File: src/rtl/burst_col_pkg.sv
package burst_col_pkg;
    localparam int LEN_W      = 3;
    localparam int LOG_MAX_BL = 3;

    typedef enum logic [LEN_W-1:0] {
        BL_ONE   = 3'd0,
        BL_TWO   = 3'd1,
        BL_FOUR  = 3'd2,
        BL_EIGHT = 3'd3,
        BL_PAGE  = 3'd4
    } bl_code_e;
endpackage

File: src/rtl/burst_len_decode.sv
module burst_len_decode
    import burst_col_pkg::*;
#(
    parameter int COL_W = 9
) (
    input  logic [LEN_W-1:0] code_i,
    output logic [COL_W-1:0] mask_o,
    output logic             full_o
);
    // Any code past the longest fixed length means a whole row.
    assign full_o = (code_i > LEN_W'(LOG_MAX_BL));

    // Bit i of the wrap mask is set when the burst spans more than 2^i columns.
    for (genvar i = 0; i < COL_W; i++) begin : g_mask
        if (i < LOG_MAX_BL) begin : g_low
            assign mask_o[i] = full_o | (code_i > LEN_W'(i));
        end else begin : g_high
            assign mask_o[i] = full_o;
        end
    end
endmodule

File: src/rtl/burst_addr_calc.sv
module burst_addr_calc #(
    parameter int COL_W = 9
) (
    input  logic [COL_W-1:0] base_i,
    input  logic [COL_W-1:0] beat_i,
    input  logic [COL_W-1:0] mask_i,
    input  logic             ilv_i,
    output logic [COL_W-1:0] addr_o
);
    logic [COL_W-1:0] seq_low;
    logic [COL_W-1:0] ilv_low;

    assign seq_low = (base_i + beat_i) & mask_i;
    assign ilv_low = (base_i ^ beat_i) & mask_i;
    assign addr_o  = (base_i & ~mask_i) | (ilv_i ? ilv_low : seq_low);
endmodule

File: src/rtl/burst_col_gen.sv
module burst_col_gen
    import burst_col_pkg::*;
#(
    parameter int COL_W = 9
) (
    input  logic             clk,
    input  logic             rst_n,
    input  logic             cmd_valid,
    input  logic [COL_W-1:0] cmd_col,
    input  logic [LEN_W-1:0] cmd_len,
    input  logic             cmd_interleave,
    input  logic             cmd_autopre,
    input  logic             stop_burst,
    input  logic             precharge,
    output logic [COL_W-1:0] col_addr,
    output logic             col_valid,
    output logic             col_last,
    output logic             ap_done
);
    typedef struct packed {
        logic [COL_W-1:0] base;
        logic [COL_W-1:0] beat;
        logic [COL_W-1:0] mask;
        logic             full;
        logic             ilv;
        logic             ap;
        logic [COL_W-1:0] addr;
        logic             valid;
        logic             last;
        logic             ap_pulse;
    } st_t;

    st_t st_d, st_q;

    logic [COL_W-1:0] cmd_mask;
    logic             cmd_full;
    logic [COL_W-1:0] beat_inc;
    logic [COL_W-1:0] step_addr;
    logic             stop_any;

    burst_len_decode #(.COL_W(COL_W)) i_len_dec (
        .code_i (cmd_len),
        .mask_o (cmd_mask),
        .full_o (cmd_full)
    );

    assign beat_inc = st_q.beat + COL_W'(1);

    burst_addr_calc #(.COL_W(COL_W)) i_step_calc (
        .base_i (st_q.base),
        .beat_i (beat_inc),
        .mask_i (st_q.mask),
        .ilv_i  (st_q.ilv),
        .addr_o (step_addr)
    );

    assign stop_any = stop_burst | precharge;

    always_comb begin
        st_d          = st_q;
        st_d.ap_pulse = 1'b0;
        if (cmd_valid) begin
            st_d.base     = cmd_col;
            st_d.beat     = '0;
            st_d.mask     = cmd_mask;
            st_d.full     = cmd_full;
            st_d.ilv      = cmd_interleave & ~cmd_full;
            st_d.ap       = cmd_autopre;
            st_d.addr     = cmd_col;
            st_d.valid    = 1'b1;
            st_d.last     = ~cmd_full & (cmd_mask == '0);
            st_d.ap_pulse = cmd_autopre & ~cmd_full & (cmd_mask == '0);
        end else if (stop_any) begin
            st_d.valid = 1'b0;
            st_d.last  = 1'b0;
        end else if (st_q.valid && !st_q.last) begin
            st_d.beat     = beat_inc;
            st_d.addr     = step_addr;
            st_d.last     = ~st_q.full & (beat_inc == st_q.mask);
            st_d.ap_pulse = st_q.ap & ~st_q.full & (beat_inc == st_q.mask);
        end else begin
            st_d.valid = 1'b0;
            st_d.last  = 1'b0;
        end
    end

    always_ff @(posedge clk) begin
        if (!rst_n) begin
            st_q <= '0;
        end else begin
            st_q <= st_d;
        end
    end

    assign col_addr  = st_q.addr;
    assign col_valid = st_q.valid;
    assign col_last  = st_q.last;
    assign ap_done   = st_q.ap_pulse;


    first_beat_chk: assert property (@(posedge clk) disable iff (!rst_n)
        cmd_valid |=> (col_valid && col_addr == $past(cmd_col)));


    stop_ends_chk: assert property (@(posedge clk) disable iff (!rst_n)
        (stop_any && !cmd_valid) |=> !col_valid);


    last_then_idle_chk: assert property (@(posedge clk) disable iff (!rst_n)
        (col_last && !cmd_valid) |=> !col_valid);


    page_no_last_chk: assert property (@(posedge clk) disable iff (!rst_n)
        (col_valid && st_q.full) |-> !col_last);


    page_step_chk: assert property (@(posedge clk) disable iff (!rst_n)
        (col_valid && st_q.full && !cmd_valid && !stop_any)
        |=> (col_valid && col_addr == $past(col_addr) + COL_W'(1)));


    ap_on_last_chk: assert property (@(posedge clk) disable iff (!rst_n)
        ap_done |-> (col_last && col_valid));
endmodule

File: config.mk
export PLATFORM = sky130hd
export DESIGN_NAME = burst_col_gen
export DESIGN_NICKNAME = d
export VERILOG_FILES = /design/src/rtl/burst_col_pkg.sv /design/src/rtl/burst_len_decode.sv /design/src/rtl/burst_addr_calc.sv /design/src/rtl/burst_col_gen.sv
export SDC_FILE = /design/constraint.sdc
export NUM_CORES = 1
export LEC_CHECK = 0
export BUFFER_PORTS_ARGS = -buffer_cell sky130_fd_sc_hd__buf_2
export CORE_MARGIN = 10
export CORE_UTILIZATION = 45
export DETAILED_ROUTE_END_ITERATION = 8
export GPL_TIMING_DRIVEN = 0
export PLACE_DENSITY_LB_ADDON = 0.08
export SYNTH_ARGS = -nofsm -noshare
export SYNTH_HDL_FRONTEND = slang
export SYNTH_HIERARCHICAL = 1
export SYNTH_SLANG_ARGS = --single-unit
File: constraint.sdc
create_clock -name clk -period 3.8 [get_ports clk]
set_clock_uncertainty 0.2 [all_clocks]
set_input_delay 0.57 -clock clk [delete_from_list [all_inputs] [get_ports clk]]
set_output_delay 0.57 -clock clk [all_outputs]
set_load 0.005 [all_outputs]
== Word level (Yosys, flattened, before mapping) ==
Cells that the tools add are included.

* Register bits: 37
* Output and inout bits: 12
* Input port bits: 19
* Word-level logic and storage cells: 56

* Bitwise logic cells: 21
* Muxes and demuxes: 9
* Add/subtract/negate cells: 2
* $lt $le $gt $ge: 4
* Reductions and logical operators: 7
* Eq/ne operators: 3

{| class="wikitable"
|+ Operators by type and width
! kind !! count
|-
| $and 9x9->9 || 3
|-
| $mux 9 || 3
|-
| $mux 12 || 1
|-
| $add 9x1->9 const B || 1
|-
| $add 9x9->9 || 1
|-
| $eq 9x9->1 || 1
|-
| $logic_not 9->1 || 1
|-
| $not 9->9 || 1
|-
| $or 9x9->9 || 1
|-
| $xor 9x9->9 || 1
|-
| $and 1x1->1 || 7
|-
| $gt 3x1->1 const B || 2
|-
| $gt 3x2->1 const B || 2
|-
| $mux 1 || 4
|-
| $not 1->1 || 4
|-
| $or 1x1->1 || 4
|-
| $reduce_and 2->1 || 2
|-
| $ne 3x3->1 const B || 1
|-
| $mux 2 || 1
|-
| $ne 2x2->1 const B || 1
|-
| $reduce_bool 2->1 || 1
|-
| $reduce_or 2->1 || 1
|-
| $logic_and 1x1->1 || 1
|-
| $logic_not 1->1 || 1
|}

== Depth between registers and ports, before layout ==
Gate-level depths: netlist of the first run.

* Depth in word-level cells: 8
* Gate-level depth with buffers: 13
* Mapped depth without buffers: 13

== Hierarchy ==
The synthesis of the first run kept the hierarchy.

{| class="wikitable"
|+ By module, submodules not included
! module !! area each (µm²) !! seq. area each (µm²) !! cells each !! instances
|-
| burst_col_gen || 2144.6 || 840.8 || 233 || 1
|-
| burst_addr_calc || 519.2 || 0.0 || 67 || 1
|-
| burst_len_decode || 70.1 || 0.0 || 10 || 1
|}

== Worst setup path before layout of the first run ==
Ideal clock, no wire load.

* Kind: register -> register
* Start point: reg st_q[24] in the netlist's numbering
* End point: reg st_q, in the netlist col_addr[7]
* Library setup time: 0.115 ns
* Path slack: 0.886 ns
* Stages on the path, launching flop included: 14
* Data arrival time: 2.599 ns
* Period minus slack after synthesis: 2.914 ns
* Path buffers: 0
* Required time: 3.485 ns
* Path through: dfxtp_1 ha_1 nand3_1 nor2_1 xor2_1 ha_1 and3_2 and2_1 a2bb2oi_2 xnor2_1 mux2_4 mux2i_1 o21ai_0 and2_1

* Longest elaborated chain between the ends: 8
* Elaborated cells between the ends (all ways): 10
* Classes of those cells: add/sub: 2; mux: 4; bitwise: 4

{| class="wikitable"
|+ RTL lines
! item !! RTL line !! RTL
|-
| start: declaration || burst_col_gen.sv:33 || <nowiki>st_t st_d, st_q;</nowiki>
|-
| start signal: assignment || burst_col_gen.sv:91 || <nowiki>st_q <= st_d;</nowiki>
|-
| $add 9x1->9 || burst_col_gen.sv:47 || <nowiki>assign beat_inc = st_q.beat + COL_W'(1);</nowiki>
|-
| net beat_inc[6] || burst_col_gen.sv:37 || <nowiki>logic [COL_W-1:0] beat_inc;</nowiki>
|-
| $add 9x9->9 || burst_addr_calc.sv:13 || <nowiki>assign seq_low = (base_i + beat_i) & mask_i;</nowiki>
|-
| $and 9x9->9 || burst_addr_calc.sv:13 ||
|-
| $mux 9 || burst_addr_calc.sv:15 || <nowiki>assign addr_o = (base_i & ~mask_i) | (ilv_i ? ilv_low : seq_low);</nowiki>
|-
| $or 9x9->9 || burst_addr_calc.sv:15 ||
|-
| net step_addr[7] || burst_col_gen.sv:38 || <nowiki>logic [COL_W-1:0] step_addr;</nowiki>
|-
| $mux 9 || burst_col_gen.sv:76 || <nowiki>end else if (st_q.valid && !st_q.last) begin</nowiki>
|-
| $mux 9 || burst_col_gen.sv:73 || <nowiki>end else if (stop_any) begin</nowiki>
|-
| $mux 12 || burst_col_gen.sv:62 || <nowiki>if (cmd_valid) begin</nowiki>
|}

The timed path passes the listed nets, and every way through them passes these cells. The select of a mux whose other input is x is not followed.
A chain may end at the register's enable or synchronous reset.

== Worst setup path after layout of the first run ==
Ends and elaborated chain as after synthesis.

==> results.cfg, run 1 <==
[global_route]
use_met3_pct = 3.312
grt_pass1_wl_mm = 10.87
grt_use_total_pct = 13.70
grt.overflow.total = 0
gr-usage-met2_pct = 22.44
use_met1_pct = 17.44
grt_pass1_vias = 2157
grt_max_degree = 13
grt-busiest-layer = met2
antenna_found_initial = 0

[synthesis]
synth_simple_gate_area_share_pct = 22.70
syn_area_um2 = 2734
ys_ff_latch = 42
post_synth_num_cell_types = 55
synth_compound_area_share_pct = 13.82
ys_seq_area_share_pct = 30.76
syn_area_per_cell_um2 = 8.819
synth_fp_nets = 339
synth_edf_count = 0
synth_top_family_by_area = simple AND/OR/NAND/NOR gates
synthCells = 310
yosys_warnings = 6
async_reset_ff_share_pct = 0
synth_fa_ha_area_share_pct = 4.851
yosys_most_used_dff = dfxtp_1
yosys-mux-area-fraction_pct = 9.108
synthXorXnorAreaFrac_pct = 10.21

[worst_setup_path]
path_max_fanout = 8
endpoint = col_addr[7]
crit_required_ns = 3.80
r2r_cells = 12
regToRegSetupSlack_ns = 0.54
r2r_end = col_addr[7]
worstSetupPathType = flop to flop
critPathLaunch = st_q[24]
cp.arrival_ns = 3.26
endpoint_kind = flop
timing.rr.start = st_q[24]
critPathLaunchType = flop

[clock_tree]
clk_pin_slew_worst_paths_ns = 0.08
cts_tree = built
cts_setup_buffers = 0
clockBufferDepth = 2
cts.sinks = 42
cts_max_level = 2
cts-root-buf = clkbuf_8
clk_latency_ns = 0.30
cts_buffers = 5
cts_resized = 0
ctsHoldBuffers = 0

[sta]
slew_viol_final = 0
rsz0062_at_grt = false
fin_setup_tns_ns = 0
clock.fmax_mhz = 307.0
period_needed_ns = 3.258
fin_crit_sh_pct = 85.73
slew_headroom_pct = 40.30
finalSetupViolations = 0
hold_violations = 0
tightest_slew_ns = 0.8932

[final_layout]
syn_to_final_growth_pct = 12.63
final_cell_mix = dfxtp_1 (42), buf_2 (32), xnor2_1 (20), mux2i_1 (20)
n_fill_cell = 616
antennaDiodeCount = 0
multi_input_area_um2 = 1659
final_common_cell = dfxtp_1
fin_area_um2 = 3079
layout-drive-gt1-share_pct = 22.19
seqCellArea_um2 = 840.8
num-nets-final = 375
utilization_pct = 52.01

[place]
port_buffers = 29
place_area_um2 = 2973
place_congestion = 0.8459
place_hpwl_mm = 4.823

[route]
drc = 0
num_vias = 2138
avgRoutedWirePerCell_um = 15.18
dr.pass1.iters = 4
ant_nets = 0
wirelength_mm = 6.407
vias_per_cell = 5.066
drt-initial-drc-count = 133

[floorplan]
die_h_um = 97.95
dieArea_um2 = 9593
initial_utilization_pct = 46.17
io_pins = 31
die_width_um = 97.95
rows = 28
coreArea_um2 = 5921

[min_path]
hold_class = flop to flop

[outcome]
run_status = finished, final reports clean

[flow_run]
max-cap-violations = 0

[power]
peakVddDrop_mv = 0.1355
leakage_nw = 1.268
powerDensity_nw_per_um2 = 314.3
power.total_mw = 0.9677
[layer usage]
layer	part of all wire (%)	vias to the layer above
li1	-	1115
met1	48	986
met2	47	29
met3	3.5	8
met4	1.2	0
met5	0	-
[Yosys cell counts (4+ instances only)]
master    count  area share (%)
nand2b_1     12             2.7
mux2i_1      20             7.3
dfxtp_1      42              31
o21ai_0      13             2.4
inv_1         8             1.1
nor3_1        4            0.73
a21oi_1      14             2.6
clkbuf_1     11             1.5
and2_1       11             2.5
nand2_1      19             2.6
nor2_1       19             2.6
a21boi_0      9             2.5
and3_1        5             1.1
xnor2_1      20             6.4
nor2b_1      14             3.2
ha_1          9             4.1
xor2_1        9             2.9
buf_4        16             4.4
[through the flow]
step	worst slack, ns	hold WS (ns)	cells
after floorplan	0.8860	0.2560	310
after global placement	0.5370	0.2791	414
after detailed placement	0.5078	0.2838	414
after CTS	0.5039	0.2953	422
after global routing	0.2081	0.3249	422
final	0.5422	0.2883	422
[cell type report]
cell class                 count  share of cell area, %
inverter                       8                 0.9752
clock inverter                 1                 0.9752
sequential                    42                  27.31
multi-input combinational    227                  53.88
tap                           75                  3.048
timing repair buffer          29                  4.714
buffer                        33                  6.623
clock buffer                   7                  2.479
[kinds of logic (layout without fill, tap and decap cells)]
group                    count (synthesis)  after routing
multiplexers                            24             24
AO/OA/AOI/OAI                           55             55
flip-flops                              42             42
AND/OR/NAND/NOR                        108            108
adder cells (fa/ha/maj)                 10             10
buffers and inverters                   41             78
XOR/XNOR                                30             30
[worst max-delay path: stages, from the launching register on]
cell and delay, ns:
dfxtp_1 0.44, ha_1 0.29, nand3_1 0.30, xnor2_1 0.28, ha_1 0.33, a21o_1 0.22
a211oi_2 0.23, a2bb2oi_2 0.16, xnor2_1 0.07, mux2_4 0.26, mux2i_1 0.12, o21ai_0 0.07
and2_1 0.17
[power by group]
part,switching (mW),internal (mW),leakage (nW)
sequential,0.0182,0.459,0.345
clock,0.159,0.197,0.0524
combinational,0.0642,0.0706,0.870
total,0.241,0.727,1.27
[registers in the layout (all words and copies together) (netlist names)]
signal / flops
st_q: 30
col_valid: 1
ap_done: 1
col_last: 1
col_addr: 9
[worst min path at each step]
stage	from	cells past startpoint	slack, ns	end
4_1_cts	st_q[12]	2	0.30	ap_done
2_1_floorplan	st_q[12]	2	0.26	ap_done
3_5_place_dp	st_q[12]	2	0.28	ap_done
6_report	st_q[12]	2	0.29	ap_done
5_1_grt	st_q[12]	2	0.32	ap_done
3_3_place_gp	st_q[25]	2	0.28	st_q[25]
Note: power is estimated with default switching activity, not from simulation.
==> run 2, diff against run 1 <==
Settings changed: BUFFER_PORTS_ARGS -buffer_cell sky130_fd_sc_hd__buf_2 to unset, DONT_BUFFER_PORTS set to 1.
==> results.cfg, run 2 (synthesized netlist as in run 1, its figures left out) <==
[outcome]
run_status = finished, final reports clean

[global_route]
grt.overflow.total = 0
antenna_found_initial = 0
grt_pass1_vias = 2057
grt_pass1_wl_mm = 10.43
grt_use_total_pct = 13.16
grt_max_degree = 14

[min_path]
hold_class = input pin to flop

[route]
dr.pass1.iters = 4
ant_nets = 0
num_vias = 2072
wirelength_mm = 6.289
vias_per_cell = 5.272
drc = 0
avgRoutedWirePerCell_um = 16.00
drt-initial-drc-count = 94

[clock_tree]
cts_setup_buffers = 0
clk_latency_ns = 0.30
cts.sinks = 42
cts_tree = built
cts_max_level = 2
clk_pin_slew_worst_paths_ns = 0.09
cts_resized = 0
clockBufferDepth = 2
cts_buffers = 5
cts-root-buf = clkbuf_8
ctsHoldBuffers = 0

[worst_setup_path]
worstSetupPathType = flop to flop
path_max_fanout = 8
cp.arrival_ns = 3.27
endpoint_kind = flop
critPathLaunchType = flop
crit_required_ns = 3.80

[floorplan]
rows = 28
coreArea_um2 = 5921
die_h_um = 97.95
io_pins = 31
dieArea_um2 = 9593
die_width_um = 97.95
initial_utilization_pct = 46.17

[final_layout]
fin_cells = 393
largest-register = st_q
largest_reg_flops = 30
num-nets-final = 346
final_cell_mix = dfxtp_1 (42), xnor2_1 (20), mux2i_1 (20)
antennaDiodeCount = 0
final_common_cell = dfxtp_1
utilization_pct = 50.17
syn_to_final_growth_pct = 8.650
layout-drive-gt1-share_pct = 15.72

[power]
peakVddDrop_mv = 0.1853
powerDensity_nw_per_um2 = 351.4
leakage_nw = 1.158

[sta]
clock.fmax_mhz = 305.4
fin_setup_tns_ns = 0
tightest_slew_ns = 0.9488
hold_violations = 0
setup_ws_ns = 0.5252
period_needed_ns = 3.275
hold_slack_ns = 0.2161
slew_viol_final = 0
rsz0062_at_grt = false
finalSetupViolations = 0
slew_headroom_pct = 36.58
fin_crit_sh_pct = 86.18

[flow_run]
max-cap-violations = 0

[place]
dp_cells = 385
place_hpwl_mm = 4.752
place_congestion = 0.7976
dp_slack_ns = 0.5439
port_buffers = 0
==> run 2: cell count changes in the layout (fill, tap and decap cells not counted), sizes merged <==
cell,delta
bufinv,+1
buf,-29
clkbuf,-1
==> run 2: final cells by class <==
type | count | area [µm²]
Sequential cell | 42 | 840.8
Buffer | 33 | 203.9
Multi-Input combinational cell | 227 | 1659
Tap cell | 75 | 93.84
Clock inverter | 2 | 60.06
Clock buffer | 6 | 82.58
Fill cell | 606 | 2950
Inverter | 8 | 30.03
==> run 2: per-stage QoR <==
stage          area (µm²)  power [mW]
3_5_place_dp         2828      0.6088
3_3_place_gp         2828      0.6074
4_1_cts              2970       1.056
6_report             2970       1.044
5_1_grt              2970       1.089
2_1_floorplan        2734      0.5805
==> run 2: routing by layer <==
layer	GRT usage (%)	up-vias	part of all wire, %
li1	-	1060	-
met1	15.55	975	45
met2	22.64	32	49
met3	3.453	5	4.7
met4	4.027	0	1.1
met5	0	-	0
==> run 2: final timing paths <==
check	start	end	depth (start not counted)	slack, ns
setup / recovery	st_q[24]	col_addr[7]	13	0.53
hold / removal	rst_n	st_q[33]	1	0.22
hold reg to reg	st_q[12]	ap_done	2	0.29
setup reg to reg	st_q[24]	col_addr[7]	13	0.53
==> run 2: worst max-delay path, cell delays in order, from the launching register on <==
cell	delay [ns]
dfxtp_1	0.45
ha_1	0.30
nand3_1	0.30
nor2_1	0.22
xor2_1	0.17
ha_1	0.29
and3_2	0.25
and2_1	0.16
a2bb2oi_2	0.13
xnor2_1	0.07
mux2_4	0.26
mux2i_1	0.12
o21ai_0	0.08
and2_1	0.17
==> run 2: where the power goes <==
part	switching (mW)	total, mW	internal [mW]
sequential	0.0186	0.478	0.459
clock	0.166	0.447	0.280
combinational	0.0580	0.119	0.0612
==> run 3, diff against run 2 <==
Settings changed: CTS_BUF_LIST set to sky130_fd_sc_hd__clkbuf_4.
Clock period 3.8 ns to 3.3 ns, I/O delays scaled along.
==> results.cfg, run 3 (synthesized netlist as in run 1, its figures left out) <==
[route]
vias_per_cell = 5.314
wirelength_mm = 6.261
ant_nets = 0
wl_met3_um = 342
drc = 0
drt-initial-drc-count = 70
num_vias = 2083
wl_met1_mm = 2.762
dr_wl_met2_mm = 3.096
avgRoutedWirePerCell_um = 15.97
dr.pass1.iters = 4
top_layer = met4

[worst_setup_path]
max_stage_delay_ns = 0.41
crit_path_top_delay_cell = dfxtp_1
endpoint_kind = flop
regToRegSetupSlack_ns = 0.27
worstSetupPathType = flop to flop
critPathLaunchType = flop
critical-path-top-delay-family = simple AND/OR/NAND/NOR gates
critPathBufInv = 0
path_max_fanout = 8
cpMostUsedCell = and2_1
cp.arrival_ns = 3.11
crit_required_ns = 3.37
crit_chain = ha_2 -> nand3_2 -> nor2_1 -> xor2_1 -> ha_1 -> and3_2 -> and2_1 -> a2bb2oi_2 -> xnor2_1 -> mux2_4 -> mux2i_1 -> o21ai_0 -> and2_1

[global_route]
grt_pass1_vias = 2046
grt_pass1_wl_mm = 10.42
antenna_found_initial = 0
grt_use_total_pct = 13.16
grt_max_degree = 14
grt.overflow.total = 0

[floorplan]
die_width_um = 97.95
die_h_um = 97.95
rows = 28
initial_utilization_pct = 46.17
coreArea_um2 = 5921
dieArea_um2 = 9593
io_pins = 31

[final_layout]
final_cell_mix = dfxtp_1 (41), xnor2_1 (20), mux2i_1 (20)
largest-register = st_q
num-nets-final = 345
layout-drive-gt1-share_pct = 16.72
syn_to_final_growth_pct = 7.506
final_common_cell = dfxtp_1
antennaDiodeCount = 0
largest_reg_flops = 30
n_fill_cell = 609

[clock_tree]
cts-root-buf = clkbuf_4
cts_tree = built
clk_latency_ns = 0.36
cts_setup_buffers = 0
cts_buffers = 5
clockBufferDepth = 2
cts.sinks = 42
clk_pin_slew_worst_paths_ns = 0.13
cts_max_level = 2

[sta]
slew_viol_final = 0
slew_headroom_pct = 38.12
rsz0062_at_grt = false
fin_crit_sh_pct = 91.93
hold_violations = 0
fin_setup_tns_ns = 0
period_needed_ns = 3.034
tightest_slew_ns = 0.9257
finalSetupViolations = 0
clock.fmax_mhz = 329.6
hold_slack_ns = 0.07168

[flow_run]
max-cap-violations = 0

[place]
place_hpwl_mm = 4.752
port_buffers = 0
place_congestion = 0.7976

[power]
peakVddDrop_mv = 0.2082
leakage_nw = 1.136
powerDensity_nw_per_um2 = 375.1

[min_path]
hold_class = input pin to flop

[outcome]
run_status = finished, final reports clean
==> run 3: changes by cell type in the layout (fill, tap and decap cells not counted), sizes merged <==
cell,delta
clkbuf,-2
clkinv,+1
==> run 3: final timing paths <==
kind / from / end / cells after the start
worst max-delay path: st_q[25] / col_addr[7] / 13
worst min-delay path: rst_n / st_q[33] / 1
worst max register to register: st_q[25] / col_addr[7] / 13
worst min register to register: st_q[12] / ap_done / 2
==> run 3: stage by stage <==
step	setup WS (ns)	utilization [%]	cell area [µm²]	cells	power, mW
4_1_cts	0.01124	49.47	2929	393	1.121
5_1_grt	0.03724	49.64	2939	392	1.158
6_report	0.2664	49.64	2939	392	1.103
3_3_place_gp	0.08436	47.76	2828	385	0.6995
2_1_floorplan	0.3860	-	2734	310	0.6685
3_5_place_dp	0.04386	47.76	2828	385	0.7010
==> run 3: what timing repair did <==
action                     CTS  global route
hold buffers                 0             0
hold endpoints to repair     0             0
setup endpoints to repair    0             2
gates resized for setup      0             4
==> run 3: cell type report <==
cell class | instances | area (µm²) | share of cell area, %
tap | 75 | 93.84 | 3.193
inverter | 8 | 30.03 | 1.022
multi-input combinational | 227 | 1672 | 56.88
buffer | 32 | 200.2 | 6.811
clock inverter | 3 | 63.81 | 2.171
clock buffer | 5 | 37.54 | 1.277
sequential | 42 | 842.1 | 28.65
==> run 3: metal layers <==
metal | vias up | global-route usage, %
met5 | - | 0
met4 | 0 | 4.027
met3 | 4 | 3.665
met2 | 32 | 22.23
met1 | 990 | 15.75
li1 | 1057 | -
==> run 3: where the power goes <==
group	switching [mW]	internal (mW)	total, mW
Combinational	0.0666	0.0705	0.137
Sequential	0.0210	0.529	0.550
Clock	0.182	0.233	0.415
